`src/rtl/cg_pkg.sv`:
```
package cg_pkg;
  localparam int REG_COUNT = 7;
  localparam int IDX_W     = 3;
  localparam int BYTE_W    = 8;

  localparam logic [6:0] SLV_ADDR7 = 7'h6E;

  localparam logic [IDX_W-1:0] IDX_CTL   = 3'd0;
  localparam logic [IDX_W-1:0] IDX_OE    = 3'd1;
  localparam logic [IDX_W-1:0] IDX_STOPM = 3'd2;
  localparam logic [IDX_W-1:0] IDX_LIVE  = 3'd3;
  localparam logic [IDX_W-1:0] IDX_REVID = 3'd4;
  localparam logic [IDX_W-1:0] IDX_DEVID = 3'd5;
  localparam logic [IDX_W-1:0] IDX_BCNT  = 3'd6;

  localparam int CTL_SW  = 2;
  localparam int CTL_HIZ = 1;
  localparam int CTL_CTR = 0;
  localparam int CTL_SPR = 3;

  localparam logic [BYTE_W-1:0] OE_RST    = 8'hFF;
  localparam logic [BYTE_W-1:0] STOPM_RST = 8'h00;
  localparam logic [BYTE_W-1:0] BCNT_RST  = 8'd7;
  localparam logic [BYTE_W-1:0] REVID_VAL = 8'h01;
  localparam logic [BYTE_W-1:0] DEVID_VAL = 8'h08;

  typedef enum logic [2:0] {
    SMB_IDLE,
    SMB_RX,
    SMB_RX_ACK,
    SMB_TX,
    SMB_TX_ACK
  } smb_state_e;
endpackage

```
`src/rtl/cg_sync.sv`:
```
module cg_sync #(
  parameter int       W       = 1,
  parameter int       STAGES  = 2,
  parameter bit       USE_RST = 1'b1,
  parameter logic     RST_VAL = 1'b1
) (
  input  logic         clk,
  input  logic         rst_n,
  input  logic [W-1:0] d_i,
  output logic [W-1:0] q_o
);
  logic [STAGES-1:0][W-1:0] pipe_q;

  generate
    if (USE_RST) begin : g_rst
      always_ff @(posedge clk or negedge rst_n) begin
        if (!rst_n) pipe_q <= {STAGES{{W{RST_VAL}}}};
        else        pipe_q <= {pipe_q[STAGES-2:0], d_i};
      end
    end else begin : g_norst
      always_ff @(posedge clk) begin
        pipe_q <= {pipe_q[STAGES-2:0], d_i};
      end
    end
  endgenerate

  assign q_o = pipe_q[STAGES-1];
endmodule

```
`src/rtl/cg_smb_slave.sv`:
```
module cg_smb_slave
  import cg_pkg::*;
(
  input  logic              clk,
  input  logic              rst_n,
  input  logic              scl,
  input  logic              sda,
  input  logic [BYTE_W-1:0] bcnt,
  input  logic [BYTE_W-1:0] rd_byte,
  output logic [BYTE_W-1:0] rd_idx,
  output logic              wr_en,
  output logic [IDX_W-1:0]  wr_idx,
  output logic [BYTE_W-1:0] wr_data,
  output logic              sda_pull,
  output smb_state_e        state_o
);
  smb_state_e        state_q, state_d;
  logic [3:0]        bit_cnt_q, bit_cnt_d;
  logic [BYTE_W-1:0] byte_cnt_q, byte_cnt_d;
  logic [BYTE_W-1:0] shreg_q, shreg_d;
  logic [BYTE_W-1:0] wcount_q, wcount_d;
  logic [BYTE_W-1:0] tx_cnt_q, tx_cnt_d;
  logic              is_read_q, is_read_d;
  logic              mack_q, mack_d;
  logic              pull_q, pull_d;
  logic              scl_q, sda_q;

  logic              scl_rise, scl_fall, start_c, stop_c;
  logic [BYTE_W-1:0] data_idx, tx_byte, byte_cnt_inc, tx_cnt_inc;

  always_comb begin
    scl_rise = scl & ~scl_q;
    scl_fall = ~scl & scl_q;
    start_c  = scl & scl_q & sda_q & ~sda;
    stop_c   = scl & scl_q & ~sda_q & sda;
    data_idx = byte_cnt_q - 8'd3;
    byte_cnt_inc = (byte_cnt_q == 8'hFF) ? byte_cnt_q : byte_cnt_q + 8'd1;
    tx_cnt_inc   = (tx_cnt_q == 8'hFF) ? tx_cnt_q : tx_cnt_q + 8'd1;
    rd_idx   = (tx_cnt_q == 8'd0) ? 8'd0 : tx_cnt_q - 8'd1;
    if (tx_cnt_q == 8'd0)     tx_byte = bcnt;
    else if (tx_cnt_q <= bcnt) tx_byte = rd_byte;
    else                       tx_byte = 8'hFF;
  end

  always_comb begin
    state_d    = state_q;
    bit_cnt_d  = bit_cnt_q;
    byte_cnt_d = byte_cnt_q;
    shreg_d    = shreg_q;
    wcount_d   = wcount_q;
    tx_cnt_d   = tx_cnt_q;
    is_read_d  = is_read_q;
    mack_d     = mack_q;
    pull_d     = pull_q;
    wr_en      = 1'b0;
    wr_idx     = data_idx[IDX_W-1:0];
    wr_data    = shreg_q;

    if (start_c) begin
      state_d    = SMB_RX;
      bit_cnt_d  = 4'd0;
      byte_cnt_d = 8'd0;
      tx_cnt_d   = 8'd0;
      is_read_d  = 1'b0;
      pull_d     = 1'b0;
    end else if (stop_c) begin
      state_d = SMB_IDLE;
      pull_d  = 1'b0;
    end else begin
      unique case (state_q)
        SMB_IDLE: ;
        SMB_RX: begin
          if (scl_rise) begin
            shreg_d   = {shreg_q[6:0], sda};
            bit_cnt_d = bit_cnt_q + 4'd1;
          end else if (scl_fall && bit_cnt_q == 4'd8) begin
            byte_cnt_d = byte_cnt_inc;
            if (byte_cnt_q == 8'd0) begin
              if (shreg_q[7:1] == SLV_ADDR7) begin
                is_read_d = shreg_q[0];
                state_d   = SMB_RX_ACK;
                pull_d    = 1'b1;
              end else begin
                state_d = SMB_IDLE;
              end
            end else begin
              state_d = SMB_RX_ACK;
              pull_d  = 1'b1;
              if (byte_cnt_q == 8'd2) wcount_d = shreg_q;
              if (byte_cnt_q >= 8'd3 && data_idx < wcount_q &&
                  data_idx < REG_COUNT[BYTE_W-1:0]) begin
                wr_en = 1'b1;
              end
            end
          end
        end
        SMB_RX_ACK: begin
          if (scl_fall) begin
            bit_cnt_d = 4'd0;
            if (is_read_q) begin
              state_d  = SMB_TX;
              shreg_d  = tx_byte;
              pull_d   = ~tx_byte[7];
              tx_cnt_d = tx_cnt_inc;
            end else begin
              state_d = SMB_RX;
              pull_d  = 1'b0;
            end
          end
        end
        SMB_TX: begin
          if (scl_fall) begin
            if (bit_cnt_q == 4'd7) begin
              state_d = SMB_TX_ACK;
              pull_d  = 1'b0;
            end else begin
              shreg_d   = {shreg_q[6:0], 1'b0};
              pull_d    = ~shreg_q[6];
              bit_cnt_d = bit_cnt_q + 4'd1;
            end
          end
        end
        SMB_TX_ACK: begin
          if (scl_rise) begin
            mack_d = ~sda;
          end else if (scl_fall) begin
            if (mack_q) begin
              state_d   = SMB_TX;
              shreg_d   = tx_byte;
              pull_d    = ~tx_byte[7];
              tx_cnt_d  = tx_cnt_inc;
              bit_cnt_d = 4'd0;
            end else begin
              state_d = SMB_IDLE;
            end
          end
        end
        default: state_d = SMB_IDLE;
      endcase
    end
  end

  always_ff @(posedge clk or negedge rst_n) begin
    if (!rst_n) begin
      state_q    <= SMB_IDLE;
      bit_cnt_q  <= 4'd0;
      byte_cnt_q <= 8'd0;
      shreg_q    <= 8'd0;
      wcount_q   <= 8'd0;
      tx_cnt_q   <= 8'd0;
      is_read_q  <= 1'b0;
      mack_q     <= 1'b0;
      pull_q     <= 1'b0;
      scl_q      <= 1'b1;
      sda_q      <= 1'b1;
    end else begin
      state_q    <= state_d;
      bit_cnt_q  <= bit_cnt_d;
      byte_cnt_q <= byte_cnt_d;
      shreg_q    <= shreg_d;
      wcount_q   <= wcount_d;
      tx_cnt_q   <= tx_cnt_d;
      is_read_q  <= is_read_d;
      mack_q     <= mack_d;
      pull_q     <= pull_d;
      scl_q      <= scl;
      sda_q      <= sda;
    end
  end

  assign sda_pull = pull_q;
  assign state_o  = state_q;
endmodule

```
`src/rtl/cg_reg_bank.sv`:
```
module cg_reg_bank
  import cg_pkg::*;
(
  input  logic              clk,
  input  logic              rst_n,
  input  logic [3:0]        pin_fsel,
  input  logic              pin_spread,
  input  logic              wr_en,
  input  logic [IDX_W-1:0]  wr_idx,
  input  logic [BYTE_W-1:0] wr_data,
  input  logic [BYTE_W-1:0] rd_idx,
  output logic [BYTE_W-1:0] rd_byte,
  output logic [BYTE_W-1:0] ctl_q,
  output logic [BYTE_W-1:0] oe_q,
  output logic [BYTE_W-1:0] stopm_q,
  output logic [BYTE_W-1:0] bcnt_q
);
  logic              strap_done_q;
  logic              ctl_en, oe_en, stopm_en, bcnt_en;
  logic [BYTE_W-1:0] ctl_d;
  logic [BYTE_W-1:0] live_byte;

  assign live_byte = {pin_fsel, pin_spread, 3'b000};

  always_comb begin
    ctl_en   = 1'b0;
    oe_en    = 1'b0;
    stopm_en = 1'b0;
    bcnt_en  = 1'b0;
    ctl_d    = ctl_q;
    if (!strap_done_q) begin
      ctl_en     = 1'b1;
      ctl_d[7:3] = {pin_fsel, pin_spread};
    end else if (wr_en) begin
      unique case (wr_idx)
        IDX_CTL: begin
          ctl_en     = 1'b1;
          ctl_d[2:0] = wr_data[2:0];
          if (ctl_q[CTL_SW]) ctl_d[7:3] = wr_data[7:3];
        end
        IDX_OE:    oe_en    = 1'b1;
        IDX_STOPM: stopm_en = 1'b1;
        IDX_BCNT:  bcnt_en  = 1'b1;
        default: ;
      endcase
    end
  end

  always_ff @(posedge clk or negedge rst_n) begin
    if (!rst_n) begin
      strap_done_q <= 1'b0;
      ctl_q        <= 8'h00;
      oe_q         <= OE_RST;
      stopm_q      <= STOPM_RST;
      bcnt_q       <= BCNT_RST;
    end else begin
      strap_done_q <= 1'b1;
      if (ctl_en)   ctl_q   <= ctl_d;
      if (oe_en)    oe_q    <= wr_data;
      if (stopm_en) stopm_q <= wr_data;
      if (bcnt_en)  bcnt_q  <= wr_data;
    end
  end

  always_comb begin
    rd_byte = 8'h00;
    if (rd_idx[BYTE_W-1:IDX_W] == '0) begin
      unique case (rd_idx[IDX_W-1:0])
        IDX_CTL:   rd_byte = ctl_q;
        IDX_OE:    rd_byte = oe_q;
        IDX_STOPM: rd_byte = stopm_q;
        IDX_LIVE:  rd_byte = live_byte;
        IDX_REVID: rd_byte = REVID_VAL;
        IDX_DEVID: rd_byte = DEVID_VAL;
        IDX_BCNT:  rd_byte = bcnt_q;
        default:   rd_byte = 8'h00;
      endcase
    end
  end
endmodule

```
`src/rtl/clkgen_ctl_smbus.sv`:
```
module clkgen_ctl_smbus
  import cg_pkg::*;
#(
  parameter int SYNC_STAGES = 2
) (
  input  logic       clk,
  input  logic       rst_n,
  input  logic       scl_i,
  input  logic       sda_i,
  output logic       sda_pull_o,
  input  logic [3:0] strap_fsel_i,
  input  logic       strap_spread_i,
  output logic [3:0] fsel_o,
  output logic [2:0] freq_idx_o,
  output logic       spread_en_o,
  output logic       spread_center_o,
  output logic       stop_hiz_o,
  output logic [7:0] out_en_o,
  output logic [7:0] stop_mask_o
);
  logic [1:0]        rst_pipe_q;
  logic              rst_sync_n;
  logic [1:0]        bus_s;
  logic [4:0]        pins_s;
  logic              wr_en;
  logic [IDX_W-1:0]  wr_idx;
  logic [BYTE_W-1:0] wr_data, rd_idx, rd_byte, ctl_q, bcnt_q;
  smb_state_e        smb_state;

  always_ff @(posedge clk or negedge rst_n) begin
    if (!rst_n) rst_pipe_q <= 2'b00;
    else        rst_pipe_q <= {rst_pipe_q[0], 1'b1};
  end
  assign rst_sync_n = rst_pipe_q[1];

  cg_sync #(.W(2), .STAGES(SYNC_STAGES), .USE_RST(1'b1), .RST_VAL(1'b1)) u_bus_sync (
    .clk(clk), .rst_n(rst_sync_n), .d_i({scl_i, sda_i}), .q_o(bus_s)
  );

  cg_sync #(.W(5), .STAGES(SYNC_STAGES), .USE_RST(1'b0), .RST_VAL(1'b0)) u_pin_sync (
    .clk(clk), .rst_n(rst_sync_n), .d_i({strap_fsel_i, strap_spread_i}), .q_o(pins_s)
  );

  cg_smb_slave u_slave (
    .clk(clk), .rst_n(rst_sync_n), .scl(bus_s[1]), .sda(bus_s[0]),
    .bcnt(bcnt_q), .rd_byte(rd_byte), .rd_idx(rd_idx),
    .wr_en(wr_en), .wr_idx(wr_idx), .wr_data(wr_data),
    .sda_pull(sda_pull_o), .state_o(smb_state)
  );

  cg_reg_bank u_bank (
    .clk(clk), .rst_n(rst_sync_n), .pin_fsel(pins_s[4:1]), .pin_spread(pins_s[0]),
    .wr_en(wr_en), .wr_idx(wr_idx), .wr_data(wr_data),
    .rd_idx(rd_idx), .rd_byte(rd_byte),
    .ctl_q(ctl_q), .oe_q(out_en_o), .stopm_q(stop_mask_o), .bcnt_q(bcnt_q)
  );

  always_comb begin
    fsel_o          = ctl_q[CTL_SW] ? ctl_q[7:4]     : pins_s[4:1];
    spread_en_o     = ctl_q[CTL_SW] ? ctl_q[CTL_SPR] : pins_s[0];
    freq_idx_o      = fsel_o[2:0];
    spread_center_o = ctl_q[CTL_CTR];
    stop_hiz_o      = ctl_q[CTL_HIZ];
  end
endmodule

```
`config.mk`:
```
export PLATFORM = sky130hd
export DESIGN_NAME = clkgen_ctl_smbus
export DESIGN_NICKNAME = d
export VERILOG_FILES = /design/src/rtl/cg_pkg.sv /design/src/rtl/cg_sync.sv /design/src/rtl/cg_smb_slave.sv /design/src/rtl/cg_reg_bank.sv /design/src/rtl/clkgen_ctl_smbus.sv
export SDC_FILE = /design/constraint.sdc
export NUM_CORES = 1
export LEC_CHECK = 0
export BUFFER_PORTS_ARGS = -buffer_cell sky130_fd_sc_hd__buf_2
export CAP_MARGIN = 20
export CORE_AREA = 3 3 98 109
export CTS_CLUSTER_DIAMETER = 50
export CTS_CLUSTER_SIZE = 28
export DETAILED_ROUTE_END_ITERATION = 7
export DIE_AREA = 0 0 101 112
export GPL_ROUTABILITY_DRIVEN = 0
export MAX_ROUTING_LAYER = met4
export PLACE_DENSITY = 0.72
export RECOVER_POWER = 50
export SETUP_SLACK_MARGIN = 0.15
export SYNTH_ARGS = -nofsm -noshare
export SYNTH_HDL_FRONTEND = slang
export SYNTH_SLANG_ARGS = --single-unit
```
`constraint.sdc`:
```
create_clock -name clk -period 6.9 [get_ports clk]
set_clock_uncertainty 0.2 [all_clocks]
set_input_delay 0.345 -clock clk [delete_from_list [all_inputs] [get_ports clk]]
set_output_delay 0.345 -clock clk [all_outputs]
set_load 0.02 [all_outputs]
```
Yosys cells after proc, flatten, opt, wreduce, memory -nomap -nowiden
Index checks and enable logic that the tools add are counted.
{"block": "totals", "reg_bits": 93, "output_inout_bits": 27, "in_bits": 9}
{"block": "classes", "magnitude_cmp": 4, "reduce_logical": 28, "eq_ne": 51, "muxes": 99, "n_addsub": 5, "n_bitwise": 17}
{"cell": "two-way mux 8 bit", "n": 28}
{"cell": "case mux 8 bit (7 select lines)", "n": 1}
{"cell": "two-way mux 1 bit", "n": 40}
{"cell": "two-way mux 4 bit", "n": 10}
{"cell": "case mux 8 bit (4 select lines)", "n": 1}
{"cell": "two-way mux 3 bit", "n": 9}
{"cell": "inequality test 4 x 1 -> 1 bit, second input constant", "n": 6}
{"cell": "inequality test 3 x 1 -> 1 bit, second input constant", "n": 7}
{"cell": "inequality test 2 x 1 -> 1 bit, second input constant", "n": 10}
{"cell": "AND reduction 9 bit", "n": 2}
{"cell": "adder 8 x 1 -> 8 bit, second input constant", "n": 2}
{"cell": "== test 8 bit, second input constant", "n": 2}
{"cell": "zero test 8 bit", "n": 2}
{"cell": "case mux 4 bit (4 select lines)", "n": 1}
{"cell": "case mux 8 bit (2 select lines)", "n": 1}
{"cell": "== test 3 x 2 -> 1 bit, second input constant", "n": 5}
{"cell": "== test 3 bit, second input constant", "n": 5}
{"cell": "case mux 3 bit (5 select lines)", "n": 1}
{"cell": "AND reduction 7 bit", "n": 2}
{"cell": "AND reduction 4 bit", "n": 3}
{"cell": "AND reduction 11 bit", "n": 1}
{"cell": "two-way mux 5 bit", "n": 2}
{"cell": "NOT 1 bit", "n": 10}
{"cell": "== test 3 x 1 -> 1 bit, second input constant", "n": 3}
{"cell": "other kinds (30)", "n": 50}

Longest topological paths before layout
{"block": "depth", "ltp_word": 14, "depth_mapped": 11, "ltp_nobuf": 9}

Hierarchy
From an unflattened synthesis, not the netlist that was laid out.
{"block": "unflattened", "hier_cells": 552, "area_unflattened_um2": 5402.7}
{"module": "cg_smb_slave", "cells_each": 371, "seq_area_each_um2": 1103.6, "area_per_inst_um2": 3159.3, "instances": 1}
{"module": "cg_reg_bank", "cells_each": 149, "seq_area_each_um2": 839.6, "area_per_inst_um2": 1752.9, "instances": 1}
{"module": "cg_sync at u_pin_sync", "cells_each": 15, "seq_area_each_um2": 200.2, "area_per_inst_um2": 237.7, "instances": 1}
{"module": "clkgen_ctl_smbus", "cells_each": 11, "seq_area_each_um2": 50.0, "area_per_inst_um2": 132.6, "instances": 1}
{"module": "cg_sync at u_bus_sync", "cells_each": 6, "seq_area_each_um2": 105.1, "area_per_inst_um2": 120.1, "instances": 1}

Least setup slack after synthesis
Ideal clock, no wire load.
{"block": "synth_path", "path_kind": "register to register", "from": "register u_slave.byte_cnt_q[4]", "to": "register u_bank.ctl_q[0]", "required_time_ns": 6.575, "path_stages_with_launch": 11, "setup_ns": 0.125, "arrival_time_ns": 3.112, "path_slack_ns": 3.463, "period_less_slack_ns": 3.437, "cell_sequence": "dfrtp_1 -> or4_1 -> nor2_1 -> xor2_1 -> ha_1 -> a221oi_1 -> nand3_1 -> or4_1 -> clkbuf_1 -> nor3_1 -> mux2_2"}
{"block": "synth_via", "elab_chain_len": 14, "word_cells_on_any_way": 17, "cone_classes": "1 x add/sub; 3 x order compare; 9 x mux; 4 x reduce/logical"}
{"item": "start, declared", "line_no": "cg_smb_slave.sv:19", "text": "logic [BYTE_W-1:0] byte_cnt_q, byte_cnt_d;"}
{"item": "start signal, assigned", "line_no": "cg_smb_slave.sv:159", "text": "byte_cnt_q <= byte_cnt_d;"}
{"item": "subtractor 8 x 2 -> 8 bit", "line_no": "cg_smb_slave.sv:36", "text": "data_idx = byte_cnt_q - 8'd3;"}
{"item": "< comparator 8 bit", "line_no": "cg_smb_slave.sv:90", "text": "if (byte_cnt_q >= 8'd3 && data_idx < wcount_q &&"}
{"item": "logical AND 1 bit (2 in series)", "line_no": "cg_smb_slave.sv:90"}
{"item": "two-way mux 1 bit", "line_no": "cg_smb_slave.sv:90"}
{"item": "two-way mux 1 bit *", "line_no": "cg_smb_slave.sv:78", "text": "if (byte_cnt_q == 8'd0) begin"}
{"item": "two-way mux 1 bit *", "line_no": "cg_smb_slave.sv:76", "text": "end else if (scl_fall && bit_cnt_q == 4'd8) begin"}
{"item": "two-way mux 1 bit *", "line_no": "cg_smb_slave.sv:73", "text": "if (scl_rise) begin"}
{"item": "two-way mux 1 bit *", "line_no": "cg_smb_slave.sv:70", "text": "unique case (state_q)"}
{"item": "two-way mux 1 bit *", "line_no": "cg_smb_slave.sv:66", "text": "end else if (stop_c) begin"}
{"item": "two-way mux 1 bit *", "line_no": "cg_smb_slave.sv:59", "text": "if (start_c) begin"}
{"item": "two-way mux 1 bit", "line_no": "cg_reg_bank.sv:34", "text": "end else if (wr_en) begin"}
{"item": "two-way mux 1 bit", "line_no": "cg_reg_bank.sv:31", "text": "if (!strap_done_q) begin"}
{"item": "AND reduction 4 bit (no line) *"}
{"item": "end signal, assigned", "line_no": "cg_reg_bank.sv:58", "text": "if (ctl_en) ctl_q <= ctl_d;"}
{"item": "end, declared", "line_no": "cg_reg_bank.sv:13", "text": "output logic [BYTE_W-1:0] ctl_q,"}
Every way passes the cells marked *; elsewhere a longest branch is shown, timed or not.
A chain may end at the register's enable or synchronous reset.

==> reports/metrics.csv <==
stage,metric,value,unit
clock_tree,H-tree depth,3,
floorplanning,DIE WIDTH,101,um
floorplanning,area of the die,11300,um^2
clock_tree,clk slew on worst S/H paths,0.10,ns
critical_path,slowest CP cell,clkbuf_1,
clock_tree,Worst-Skew Late Latency,0.39,ns
synth,Avg Inst Size Synth,9.95,um^2
timing,RSZ-0062 raised after global routing,no,
power,Pleak,0.00256,uW
run_status,failing checks,"capacitance limit, slew limit",
finish,area delta synth->final,9.91,%
critical_path,FF-to-FF End,u_slave.sda_pull,
placement,post-DP HPWL,8.68,mm
floorplanning,Die Y-Extent,112,um
clock_tree,TritonCTS Buffers,9,
timing,final hold violations,0,
critical_path,Slowest Stage Delay on Critical Path,2.33,ns
synth,Post-synth top cells,"dfrtp_1 (66), nand2_1 (44), mux2_2 (39)",
placement,dpl cell area,5490,um^2
synth,Yosys top cell by area,dfrtp_1,
placement,Buffers on Ports,35,
synth,Synth Flop Type,dfrtp_1,
power,switching share of power,0.333,
detailed_routing,WL/cell,18.3,um
synth,sequential share of the synthesized area,0.438,
floorplanning,Ports,36,
finish,Total Nets Final,598,
power,Sw Pwr,390,uW
synth,count of cell types in the netlist,69,
placement,Post-Place Cells,661,
power,combinational share of power,0.107,
detailed_routing,antenna-violating nets left,0,
finish,Final Non-Filler Cells,688,
clock_tree,clk buf depth,2,
clock_tree,post-CTS resize count,0,
finish,filler cell count,841,
timing,slew at the pin with the worst max-slew slack,3.22,ns
power,sequential share of power,0.582,
timing,post-route setup TNS,0,ns
synth,post-synthesis cell area,5250,um^2
floorplanning,Core ar.,9790,um^2
power,P_int,781,uW
timing,Worst slew margin,-1.15,
detailed_routing,drt first pass iters,5,
timing,fin crit period,4.09,ns
synth,"count leader, synth",dfrtp_1,
detailed_routing,DR vias,4281,
finish,multi-input logic area,2730,um^2
critical_path,"critical path, cell by cell",clkbuf_1,
floorplanning,Initial Util,0.536,
hold_path,min-delay worst type,primary input to asynchronous set/reset pin,
power,Worst VDD drop,0.134,mV
synth,main area contributors after synthesis,"dfrtp_1 (31%), dfstp_2 (8.5%), mux2_2 (8.4%)",
power,power per cell area,203,nW/um^2
synth,"flops & latches, synth",93,
finish,share of layout cells above drive strength 1,0.213,
critical_path,Startpoint Class,flip-flop,
global_route,total track usage,0.235,
critical_path,path depth of the worst reg2reg path,1,
job,Max-cap violations,1,
critical_path,WS Path Type,flip-flop to asynchronous set/reset pin,
synth,yosys warns,0,
finish,sequential cell area,2300,um^2
floorplanning,Std-Cell Rows,38,
detailed_routing,Post-Route WL,12.6,mm
run_status,status,"complete, but fails checks",
critical_path,top cell family by delay on the critical path,buffers and inverters,
critical_path,worst r2r src,rst_pipe_q[1],
timing,Fmax,245,MHz
timing,final setup vio count,0,
finish,diode count,0,
synth,Gate Count Post-Synth,528,
synth,"EDFF count, synth",0,
detailed_routing,DRC Markers,0,
global_route,largest net degree at the start of global routing,82,
detailed_routing,DRT iter0 DRCs,309,
critical_path,R2R setup slack,2.81,ns
timing,Tcrit/Tclk final,0.592,
clock_tree,CTS Root Cell,clkbuf_8,
clock_tree,clock sink total,93,
timing,Slew Limit Fails,61,
synth,async set-reset flop share out of synthesis,0.892,
critical_path,worst path bufs/invs,1,
global_route,grt total ovfl,0,
global_route,first-pass GRT wire length,20.2,mm
critical_path,CP Capture Type,asynchronous set/reset pin,
detailed_routing,Vias per Instance,6.22,
power,Clock power frac,0.312,
global_route,initial antenna violation count,0,
finish,fin area,5770,um^2
critical_path,CP arrival,3.69,ns
clock_tree,CTS tree,done,
critical_path,CP required,6.50,ns
global_route,vias in the first global route,4014,
critical_path,crit-path max FO,60,
synth,Synth top area share,0.315,
-- through the flow --
stage          setup WS, ns  utilization  total power, uW  hold slack, ns
3_3_place_gp           3.26        0.561              803         -0.0697
5_1_grt                2.05        0.589             1220          0.0678
6_report               2.81        0.589             1170          0.0636
2_1_floorplan          3.46            -              742          -0.151
4_1_cts                3.07        0.588             1170          0.0522
3_5_place_dp           3.11        0.561              807         -0.0688
-- layer usage --
| metal | GRT usage | vias to the layer above | share of wire |
|---|---|---|---|
| met1 | 0.315 | 2097 | 0.45 |
| met3 | 0.0301 | 24 | 0.053 |
| met5 | - | - | 0 |
| met2 | 0.362 | 160 | 0.48 |
| met4 | 0.0922 | 0 | 0.023 |
| li1 | - | 2000 | - |
-- power groups by stage --
stage,clock network (uW),registers (uW),logic [uW]
3_5_place_dp,0,693,114
4_1_cts,368,684,117
2_1_floorplan,0,640,102
3_3_place_gp,0,694,108
5_1_grt,391,686,140
6_report,364,681,125
-- how the worst max path moves through the flow --
stage / start / cells after the start / endpoint
floorplan: u_slave.byte_cnt_q[4] / 10 / u_bank.ctl_q[0]
global placement: u_slave.byte_cnt_q[0] / 9 / u_bank.stopm_q[0]
detailed placement: u_slave.byte_cnt_q[0] / 9 / u_bank.stopm_q[1]
CTS: u_slave.byte_cnt_q[0] / 9 / u_bank.stopm_q[1]
global route: rst_pipe_q[1] / 1 / u_bank.stopm_q[7]
finish: rst_pipe_q[1] / 1 / u_slave.sda_pull
-- layout by cell type (no fill, tap or decap), types with 4 or more instances in the layout --
master         instances
dfrtp_1               66
a211oi_1               5
a31oi_1               12
o31ai_1               15
or3_1                  6
xor2_1                 7
a222oi_1               4
inv_1                 30
mux2i_1                4
nor3_1                 9
nand2b_1               5
and3_1                 5
a21o_1                 5
a21oi_1               23
nor2_1                32
buf_4                  4
dfxtp_1               10
ha_1                  26
nand4_1               11
or4_1                  5
mux2_2                39
dfstp_2               15
dlygate4sd3_1          8
and2_1                 4
o21ai_0               38
nand2_1               44
buf_2                 33
clkbuf_8               9
nor2b_1                8
nand3_1               16
-- sequential cells by signal (all words and copies together), names as in the netlist, 4 cells and up --
| signal | cells |
|---|---|
| u_bank.stopm_q | 8 |
| u_pin_sync.pipe_q | 5 |
| u_slave.wcount_q | 8 |
| u_slave.tx_cnt_q | 8 |
| u_bank.bcnt_q | 8 |
| u_bank.ctl_q | 8 |
| u_slave.bit_cnt_q | 4 |
| u_slave.wr_data | 8 |
| u_pin_sync.q_o | 5 |
| u_slave.byte_cnt_q | 8 |
| u_bank.oe_q | 8 |
-- repair_timing --
item / 4_1_cts / 5_1_grt
buffers inserted: 0 / 0
hold buffers: 8 / 0
hold endpoints to repair: 9 / 0
-- cell type report --
class	count	area share
Clock buffer	9	0.0215
Clock inverter	7	0.0108
Inverter	30	0.0195
Multi-Input combinational cell	380	0.473
Sequential cell	93	0.398
Tap cell	120	0.0260
Timing Repair Buffer	49	0.0509
-- kinds of logic after synthesis --
kind of cell               count (synthesis)  synth area share
and+or+nand+nor                          167             0.179
other                                      1          0.000714
AOI/OAI and AO/OA                        132             0.168
xor gates and xnor gates                  10            0.0167
DFF                                       93             0.438
muxes                                     43            0.0913
adders and majority gates                 26            0.0619
buffers and inverters                     56            0.0443
No activity file was read; power rests on OpenSTA's default activity.
